--- src/rtl/sr_barrier_pkg.sv ---
// Package: shared types for the sense-reversing barrier.
// Assumes: nothing beyond IEEE 1800-2017.
package sr_barrier_pkg;

    // Cause of an ignored arrival in one cycle
    typedef struct packed {
        logic dup;        // participant already arrived this episode
        logic stale;      // sense bit not flipped relative to flag
    } arr_fault_t;

endpackage

--- src/rtl/sr_arrival_filter.sv ---
// Module: per-participant arrival filter and sense tracker.
// It accepts an arrival only when the participant has not arrived in the
// current episode and carries the inverse of the flag. It records the
// carried sense and marks the participant as arrived.
// Assumes: clear_i is high in the cycle the episode completes. Arrivals
// accepted in that same cycle belong to the completing episode.
module sr_arrival_filter
    import sr_barrier_pkg::*;
#(
    parameter int N_PART = 4
) (
    input  logic              clk,
    input  logic              rst_n,
    input  logic [N_PART-1:0] arrive_i,
    input  logic [N_PART-1:0] sense_i,
    input  logic              flag_i,
    input  logic              clear_i,
    output logic [N_PART-1:0] accept_o,
    output logic [N_PART-1:0] sense_q_o,
    output arr_fault_t        fault_o
);

    logic [N_PART-1:0] arrived_q;
    logic [N_PART-1:0] sense_q;
    logic [N_PART-1:0] dup_vec;
    logic [N_PART-1:0] stale_vec;

    genvar gi;
    generate
        for (gi = 0; gi < N_PART; gi++) begin : g_part
            // Classify this participant's arrival for the current cycle
            always_comb begin
                dup_vec[gi]   = arrive_i[gi] && arrived_q[gi];
                stale_vec[gi] = arrive_i[gi] && !arrived_q[gi] && (sense_i[gi] == flag_i);
                accept_o[gi]  = arrive_i[gi] && !arrived_q[gi] && (sense_i[gi] != flag_i);
            end

            // Track the arrived mark and the recorded sense of this participant
            always_ff @(posedge clk) begin
                if (!rst_n) begin
                    arrived_q[gi] <= 1'b0;
                    sense_q[gi]   <= 1'b0;
                end else begin
                    if (clear_i)
                        arrived_q[gi] <= 1'b0;
                    else if (accept_o[gi])
                        arrived_q[gi] <= 1'b1;
                    if (accept_o[gi])
                        sense_q[gi] <= sense_i[gi];
                end
            end

            // A repeated arrival must leave the recorded sense untouched
            AST_DUP_KEEPS_SENSE: assert property (@(posedge clk) disable iff (!rst_n)
                dup_vec[gi] |=> $stable(sense_q[gi]));
        end
    endgenerate

    assign sense_q_o     = sense_q;
    assign fault_o.dup   = |dup_vec;
    assign fault_o.stale = |stale_vec;

endmodule

--- src/rtl/sr_arrival_counter.sv ---
// Module: shared arrival counter with same-cycle accumulation.
// It adds the number of accepted arrivals of each cycle to the running count.
// It flags completion when the total reaches N_PART and then returns to zero.
// Assumes: each participant is accepted at most once per episode, so the
// running count stays below N_PART between completions.
module sr_arrival_counter #(
    parameter int N_PART = 4,
    localparam int CNT_W = $clog2(N_PART + 1),
    localparam int SUM_W = CNT_W + 1
) (
    input  logic              clk,
    input  logic              rst_n,
    input  logic [N_PART-1:0] accept_i,
    output logic              last_o
);

    logic [CNT_W-1:0] cnt_q;
    logic [CNT_W-1:0] pop;
    logic [SUM_W-1:0] total;

    // Population count of the accepted-arrival vector
    always_comb begin
        pop = '0;
        for (int k = 0; k < N_PART; k++)
            pop = pop + CNT_W'(accept_i[k]);
    end

    // Running total after this cycle's arrivals, and the completion test
    always_comb begin
        total  = SUM_W'(cnt_q) + SUM_W'(pop);
        last_o = (total == SUM_W'(N_PART));
    end

    // Hold the count of arrivals in the open episode
    always_ff @(posedge clk) begin
        if (!rst_n)
            cnt_q <= '0;
        else if (last_o)
            cnt_q <= '0;
        else
            cnt_q <= total[CNT_W-1:0];
    end

    AST_CNT_BELOW_GROUP: assert property (@(posedge clk) disable iff (!rst_n)
        cnt_q < CNT_W'(N_PART));
    AST_CNT_ZERO_AFTER_LAST: assert property (@(posedge clk) disable iff (!rst_n)
        last_o |=> (cnt_q == '0));

endmodule

--- src/rtl/sr_flag_reg.sv ---
// Module: global barrier flag.
// It inverts on every completed episode and otherwise holds.
// Assumes: complete_i is high for exactly the completing cycle.
module sr_flag_reg (
    input  logic clk,
    input  logic rst_n,
    input  logic complete_i,
    output logic flag_o
);

    logic flag_q;

    // Invert the flag when an episode completes
    always_ff @(posedge clk) begin
        if (!rst_n)
            flag_q <= 1'b0;
        else if (complete_i)
            flag_q <= !flag_q;
    end

    assign flag_o = flag_q;

    AST_FLAG_FLIPS_ON_LAST: assert property (@(posedge clk) disable iff (!rst_n)
        complete_i |=> (flag_q != $past(flag_q)));
    AST_FLAG_HOLDS_OTHERWISE: assert property (@(posedge clk) disable iff (!rst_n)
        !complete_i |=> $stable(flag_q));

endmodule

--- src/rtl/sr_barrier.sv ---
// Module: top of the sense-reversing barrier unit.
// It ties together the arrival filter, the shared counter and the flag. It
// derives the per-participant release outputs and the registered error pulse.
// Assumes: arrive_i bits are single-cycle pulses, and sense_i is meaningful
// only where arrive_i is high.
module sr_barrier
    import sr_barrier_pkg::*;
#(
    parameter int N_PART = 4
) (
    input  logic              clk,
    input  logic              rst_n,
    input  logic [N_PART-1:0] arrive_i,
    input  logic [N_PART-1:0] sense_i,
    output logic [N_PART-1:0] release_o,
    output logic              flag_o,
    output logic              err_o
);

    logic [N_PART-1:0] accept;
    logic [N_PART-1:0] sense_q;
    arr_fault_t        fault;
    logic              last;
    logic              flag;
    logic              err_q;

    sr_arrival_filter #(.N_PART(N_PART)) u_filter (
        .clk      (clk),
        .rst_n    (rst_n),
        .arrive_i (arrive_i),
        .sense_i  (sense_i),
        .flag_i   (flag),
        .clear_i  (last),
        .accept_o (accept),
        .sense_q_o(sense_q),
        .fault_o  (fault)
    );

    sr_arrival_counter #(.N_PART(N_PART)) u_counter (
        .clk     (clk),
        .rst_n   (rst_n),
        .accept_i(accept),
        .last_o  (last)
    );

    sr_flag_reg u_flag (
        .clk       (clk),
        .rst_n     (rst_n),
        .complete_i(last),
        .flag_o    (flag)
    );

    // Register a one-cycle error pulse for any ignored arrival
    always_ff @(posedge clk) begin
        if (!rst_n)
            err_q <= 1'b0;
        else
            err_q <= fault.dup || fault.stale;
    end

    // A participant is released while the flag matches its recorded sense
    always_comb begin
        release_o = ~(sense_q ^ {N_PART{flag}});
    end

    assign flag_o = flag;
    assign err_o  = err_q;

    AST_ALL_FREE_AFTER_LAST: assert property (@(posedge clk) disable iff (!rst_n)
        last |=> (&release_o));
    AST_DUP_RAISES_ERR: assert property (@(posedge clk) disable iff (!rst_n)
        fault.dup |=> err_o);
    AST_STALE_RAISES_ERR: assert property (@(posedge clk) disable iff (!rst_n)
        fault.stale |=> err_o);

    genvar gi;
    generate
        for (gi = 0; gi < N_PART; gi++) begin : g_chk
            AST_WAIT_AFTER_ARRIVE: assert property (@(posedge clk) disable iff (!rst_n)
                (accept[gi] && !last) |=> !release_o[gi]);
        end
    endgenerate

endmodule

--- config.mk ---
export PLATFORM = sky130hd
export DESIGN_NAME = sr_barrier
export DESIGN_NICKNAME = d
export VERILOG_FILES = /design/src/rtl/sr_barrier_pkg.sv /design/src/rtl/sr_arrival_filter.sv /design/src/rtl/sr_arrival_counter.sv /design/src/rtl/sr_flag_reg.sv /design/src/rtl/sr_barrier.sv
export SDC_FILE = /design/constraint.sdc
export NUM_CORES = 1
export LEC_CHECK = 0
export BUFFER_PORTS_ARGS = -buffer_cell sky130_fd_sc_hd__buf_4
export CAP_MARGIN = 0
export CORE_MARGIN = 10
export CORE_UTILIZATION = 44
export DETAILED_ROUTE_END_ITERATION = 8
export GPL_ROUTABILITY_DRIVEN = 0
export PLACE_DENSITY = 0.65
export SLEW_MARGIN = 30
export SYNTH_ARGS = -nofsm -noshare
export SYNTH_HDL_FRONTEND = slang
export SYNTH_SLANG_ARGS = --single-unit
--- constraint.sdc ---
create_clock -name clk -period 3.31 [get_ports clk]
set_input_delay 0.1655 -clock clk [delete_from_list [all_inputs] [get_ports clk]]
set_output_delay 0.1655 -clock clk [all_outputs]
set_load 0.01 [all_outputs]
# [Yosys cells after proc, flatten, opt, wreduce, memory -nomap -nowiden]
# Index checks and enable logic that the tools add are counted.
[word_totals] ff_bits=13 out_inout_bits=6 wordCells=52
[op_classes] add_sub_neg=4 eq_ne=9 n_bitwise=3 n_reduce_logical=25
[op_table] operator="1-bit logical AND" n=16
[op_table] operator="4-bit OR reduction" n=2
[op_table] operator="3-bit by 1-bit adder with 3-bit output" n=2
[op_table] operator="1-bit zero test" n=5
[op_table] operator="3-bit by 3-bit adder with 4-bit output" n=1
[op_table] operator="1-bit == test" n=4
[op_table] operator="4-bit by 3-bit == test with 1-bit output, second input constant" n=1
[op_table] operator="1-bit inequality test" n=4
[op_table] operator="4-bit NOT" n=1
[op_table] operator="4-bit XOR" n=1
[op_table] operator="1-bit by 1-bit adder with 2-bit output" n=1
[op_table] operator="2-bit OR reduction" n=1
[op_table] operator="1-bit logical OR" n=1
[op_table] operator="1-bit NOT" n=1

# [Depth between registers and ports, before layout]
[logic_depth] depth_word=9 depth_mapped=11

# [Hierarchy]
# From an unflattened synthesis, not the netlist that was laid out.
[hier_totals] cells_unflattened=87 area_unflattened_um2=794.5
[modules_own_cells] module="sr_arrival_filter" n_inst=1 cells_per_inst=55 area_each_um2=454.2 seq_area_each_um2=160.2
[modules_own_cells] module="sr_arrival_counter" n_inst=1 cells_per_inst=22 area_each_um2=231.5 seq_area_each_um2=60.1
[modules_own_cells] module="sr_barrier" n_inst=1 cells_per_inst=7 area_each_um2=73.8 seq_area_each_um2=20.0
[modules_own_cells] module="sr_flag_reg" n_inst=1 cells_per_inst=3 area_each_um2=35.0 seq_area_each_um2=20.0

# [Worst setup path after synthesis]
# OpenSTA, ideal clock, no wires.
[synth_path] path_kind="reg2reg" from="register u_flag.flag_q, in the netlist u_flag.flag_o" to="register u_counter.cnt_q[2]" arrival_time_ns=2.858 required_ns=3.195 setup_slack_ns=0.337 stages_incl_launch_ff=11 period_less_slack_ns=2.973 cell_sequence="dfxtp_1 -> buf_4 -> xnor2_1 -> nor2_1 -> ha_1 -> fa_1 -> ha_1 -> fa_1 -> nor3_1 -> o211ai_1 -> and3_1"
[synth_via] elab_chain_len=8
[synth_lines] element="start, declared" line_no="sr_flag_reg.sv:11" rtl="logic flag_q;"
[synth_lines] element="start signal, assigned" line_no="sr_flag_reg.sv:18" rtl="flag_q <= !flag_q;"
[synth_lines] element="1-bit inequality test" line_no="sr_arrival_filter.sv:35" rtl="accept_o[gi] = arrive_i[gi] && !arrived_q[gi] && (sense_i[gi] != flag_i);"
[synth_lines] element="1-bit logical AND" line_no="sr_arrival_filter.sv:35"
[synth_lines] element="1-bit by 1-bit adder with 2-bit output" line_no="sr_arrival_counter.sv:25" rtl="pop = pop + CNT_W'(accept_i[k]);"
[synth_lines] element="3-bit by 1-bit adder with 3-bit output" line_no="sr_arrival_counter.sv:25"
[synth_lines] element="3-bit by 1-bit adder with 3-bit output (*)" line_no="sr_arrival_counter.sv:25"
[synth_lines] element="3-bit by 3-bit adder with 4-bit output (*)" line_no="sr_arrival_counter.sv:30" rtl="total = SUM_W'(cnt_q) + SUM_W'(pop);"
[synth_lines] element="named net u_counter.total[1]" line_no="sr_arrival_counter.sv:19" rtl="logic [SUM_W-1:0] total;"
[synth_lines] element="4-bit by 3-bit == test with 1-bit output (*)" line_no="sr_arrival_counter.sv:31" rtl="last_o = (total == SUM_W'(N_PART));"
[synth_lines] element="2-bit OR reduction (no source line) (*)"
[synth_lines] element="end signal, assigned" line_no="sr_arrival_counter.sv:41" rtl="cnt_q <= total[CNT_W-1:0];"
[synth_lines] element="end, declared" line_no="sr_arrival_counter.sv:17" rtl="logic [CNT_W-1:0] cnt_q;"
# Mark *: on every way through the listed nets, which the timed path passes. The rest lies on a longest branch.
# A chain may end at the register's enable or synchronous reset.

# [Worst setup path after layout]
[layout_path] from="register u_flag.flag_q, in the netlist u_flag.flag_o" to="register u_filter.arrived_q[2]"
[layout_via] elab_chain_len=8
[layout_lines] element="1-bit inequality test" line_no="sr_arrival_filter.sv:35"
[layout_lines] element="1-bit logical AND" line_no="sr_arrival_filter.sv:35"
[layout_lines] element="named net accept[1]" line_no="sr_barrier.sv:20" rtl="logic [N_PART-1:0] accept;"
[layout_lines] element="1-bit by 1-bit adder with 2-bit output" line_no="sr_arrival_counter.sv:25"
[layout_lines] element="3-bit by 1-bit adder with 3-bit output (2 in a row)" line_no="sr_arrival_counter.sv:25"
[layout_lines] element="3-bit by 3-bit adder with 4-bit output" line_no="sr_arrival_counter.sv:30"
[layout_lines] element="named net u_counter.total[1]" line_no="sr_arrival_counter.sv:19"
[layout_lines] element="4-bit by 3-bit == test with 1-bit output" line_no="sr_arrival_counter.sv:31"
[layout_lines] element="2-bit OR reduction (no source line)"
[layout_lines] element="end signal, assigned by index" line_no="sr_arrival_filter.sv:41" rtl="arrived_q[gi] <= 1'b0;"
[layout_lines] element="end signal, assigned by index" line_no="sr_arrival_filter.sv:45" rtl="arrived_q[gi] <= 1'b0;"
[layout_lines] element="end signal, assigned by index" line_no="sr_arrival_filter.sv:47" rtl="arrived_q[gi] <= 1'b1;"
[layout_lines] element="end, declared" line_no="sr_arrival_filter.sv:23" rtl="logic [N_PART-1:0] arrived_q;"
# The timed path passes the listed nets, and every way through them passes these cells.

==> metrics.md <==
| Metric | Value |
|---|---|
| Crit-path max FO | 6 |
| Initial DRC count | 8 |
| Post-Syn Nets | 96 |
| Row count | 14 |
| Via density | 4.90 |
| Fin. Hold Viols | 0 |
| Crit path capture | u_filter.arrived_q[2]$_SDFFE_PP0P_ |
| CTS tree | yes |
| Worst reg2reg path depth | 10 |
| Mapped cell area | 706 um2 |
| Crit. path cell count | 10 |
| Setup TNS Final | 0 ns |
| Slew headroom | 0.784 |
| Worst slack, placed | 0.277 ns |
| R2R Setup Slk | 0.26 ns |
| Io pins | 16 |
| Worst VDD drop | 0.462 mV |
| Starting density of the core | 0.468 |
| Period utilisation layout | 0.921 |
| Die height | 60.0 um |
| Cells after Synth | 79 |
| Status | finished, final reports clean |
| Slowest-stage cell, CP | fa_1 |
| Final net count | 117 |
| Area delta synth->final | 23.6% |
| CTS clk-pin slew, worst paths | 0.08 ns |
| First-pass GRT wire length | 2.37 mm |
| Crit path buffers/inverters | 0 |
| Share of layout cells above drive strength 1 | 0.212 |
| RSZ-0062 raised after global routing | no |
| Min Tclk post-route | 3.05 ns |
| Final Max Tran Viols | 0 |
| Static leakage | 0.396 nW |
| Worst Min Path Start | arrive_i[0] |
| GRT Total Usage | 0.0866 |
| Post-CTS resize count | 0 |
| Detailed Place HPWL | 1.20 mm |
| Initial antenna violation count | 0 |
| Synth top area cells | dfxtp_1, xnor2_1, ha_1, o21ai_0, nor2_1 |
| DRC | 0 |
| Worst-Skew Late Latency | 0.28 ns |
| Clock sink count | 13 |
| Area of the core | 1510 um2 |
| Power Total | 0.808 mW |
| Fillers | 146 |
| Inserted Diodes | 0 |
| Fmax | 328 MHz |
| Share of the synthesized area in the top cell type | 0.369 |
| Max-cap violation count | 0 |
| Worst setup SP type | flip-flop |
| Clk_skew | 0.00949 ns |
| Final Worst Setup Slack | 0.262 ns |
| Yosys top cell by area | dfxtp_1 |
| Arr. time, crit path | 3.21 ns |
| Vias | 563 |
| Vias in the first global route | 545 |
| Reg2reg start | u_flag.flag_o$_SDFFE_PN0N_ |
| Die W | 60.0 um |
| Postcts setup bufs | 0 |
| Final setup fails | 0 |
| Worst path cell trace | xnor2_1 > nor2_1 > ha_1 > fa_1 > ha_1 > fa_1 > nor3_1 > o211ai_1 > nand2_1 > nor2_1 |
| PortBufs | 15 |
| Critical Path Max Stage Delay | 0.50 ns |
| Pwr Density | 926 nW/um2 |
| Reg2reg end | u_filter.arrived_q[2]$_SDFFE_PP0P_ |
| Unique cell type count in the Yosys netlist | 21 |
| Register area share after synthesis | 0.369 |
| DIE AREA | 3610 um2 |
| Routed Wire Length | 1.46 mm |
| Crit-path leading delay family | adder cells |
| Hold Path Class | in2reg |
| WL/cell | 12.7 um |
| Post-CTS Hold Buffers | 0 |
| WP data required | 3.47 ns |
| Setup CP Type | reg2reg |
| Largest net degree at the start of global routing | 8 |
| Syn Area/Cell | 8.93 um2 |
| ANT nets after route | 0 |
| Ys Warns | 0 |
| DRT Pass-1 Iters | 4 |
| Yosys reg bits | 13 |
| CTS buffer count | 3 |
| Crit path from | u_flag.flag_o$_SDFFE_PN0N_ |
| Worst Max-Slew Pin Slew | 0.322 ns |
| Crit. End Element | flip-flop |
| Total gr overflow | 0 |
| Htree depth | 1 |
| CTS Buffer Depth | 2 |
| Root Buffer | clkbuf_4 |
## synth_stat cells
master / count
inv_1: 6
and3_1: 1
a31oi_1: 1
fa_1: 2
dfxtp_1: 13
xor2_1: 1
nor3_1: 1
nand2b_1: 4
o211ai_1: 1
buf_4: 1
a21oi_1: 6
ha_1: 5
and2_1: 2
nand2_1: 1
mux2i_1: 1
nor2_1: 12
o21a_1: 1
xnor2_1: 9
nor3b_2: 1
a41oi_1: 1
o21ai_0: 9
## cell families after synthesis
logic type | count (synthesis) | share of synthesized area
AO/OA/AOI/OAI | 19 | 0.149
XOR/XNOR | 10 | 0.124
adder cells (fa/ha/maj) | 7 | 0.145
buffers and inverters | 7 | 0.0426
flip-flops | 13 | 0.369
multiplexers | 1 | 0.0142
AND/OR/NAND/NOR | 22 | 0.156
## layer usage
layer | GRT usage | up-vias | wire [um]
met2 | 0.129 | 10 | 681
met1 | 0.100 | 241 | 661
met4 | 0.0385 | 0 | 23
met5 | 0 | - | 0
met3 | 0.0445 | 4 | 88
li1 | - | 308 | -
## worst reg2reg max path, delay by kind of cell, from the launching register on
kind,cells,cell delay [ns]
flops,1,0.46
xor+xnor,1,0.20
compound gates,1,0.17
simple gates,4,0.56
fa+ha+maj,4,1.54
## metrics by stage
step	std cells	hold WS, ns	area, um2	util
global route	115	0.127	872	0.579
finish	115	0.129	872	0.579
detailed placement	111	0.419	846	0.561
CTS	115	0.118	872	0.579
global placement	111	0.413	846	0.561
floorplan	79	0.293	706	-
## flip-flops by register name, summed over array words and instances (netlist names)
name	flops
u_counter.cnt_q	3
u_filter.sense_q_o	4
u_filter.arrived_q	4
err_o	1
u_flag.flag_o	1
## how the worst min path moves through the flow
| stage | depth (start not counted) | endpoint | slack [ns] |
|---|---|---|---|
| after floorplan | 1 | u_counter.cnt_q[0]$_SDFF_PP0_ | 0.29 |
| after global routing | 3 | u_filter.arrived_q[0]$_SDFFE_PP0N_ | 0.13 |
| after CTS | 3 | u_filter.arrived_q[0]$_SDFFE_PP0N_ | 0.12 |
| after detailed placement | 3 | u_filter.arrived_q[0]$_SDFFE_PP0N_ | 0.42 |
| after global placement | 3 | u_filter.arrived_q[3]$_SDFFE_PP0N_ | 0.41 |
| final | 3 | u_filter.arrived_q[0]$_SDFFE_PP0N_ | 0.13 |
## area by class of cell
cell class / instances / area, um2 / area share
tap: 16 / 20.0 / 0.0230
multi-input combinational: 59 / 415 / 0.476
inverter: 6 / 22.5 / 0.0258
timing repair buffer: 17 / 128 / 0.146
sequential: 13 / 260 / 0.298
clock buffer: 4 / 26.3 / 0.0301
## where the power goes
part / switching [mW] / leakage (nW) / internal [mW] / total, mW
logic: 0.226 / 0.273 / 0.236 / 0.462
clock network: 0.0513 / 0.0150 / 0.0468 / 0.0981
registers: 0.0376 / 0.107 / 0.211 / 0.248
## cell usage in the layout, fill, tap and decap left out
cell type,n
o21ai_0,9
a21oi_1,6
and2_1,2
nor3b_2,1
buf_4,17
fa_1,2
dfxtp_1,13
ha_1,5
nand2b_1,4
a31oi_1,1
nand2_1,1
xor2_1,1
inv_1,6
and3_1,1
nor2_1,12
a41oi_1,1
clkbuf_4,3
nor3_1,1
clkbuf_1,1
o211ai_1,1
mux2i_1,1
xnor2_1,9
o21a_1,1
Note: power is estimated with default switching activity, not from simulation.
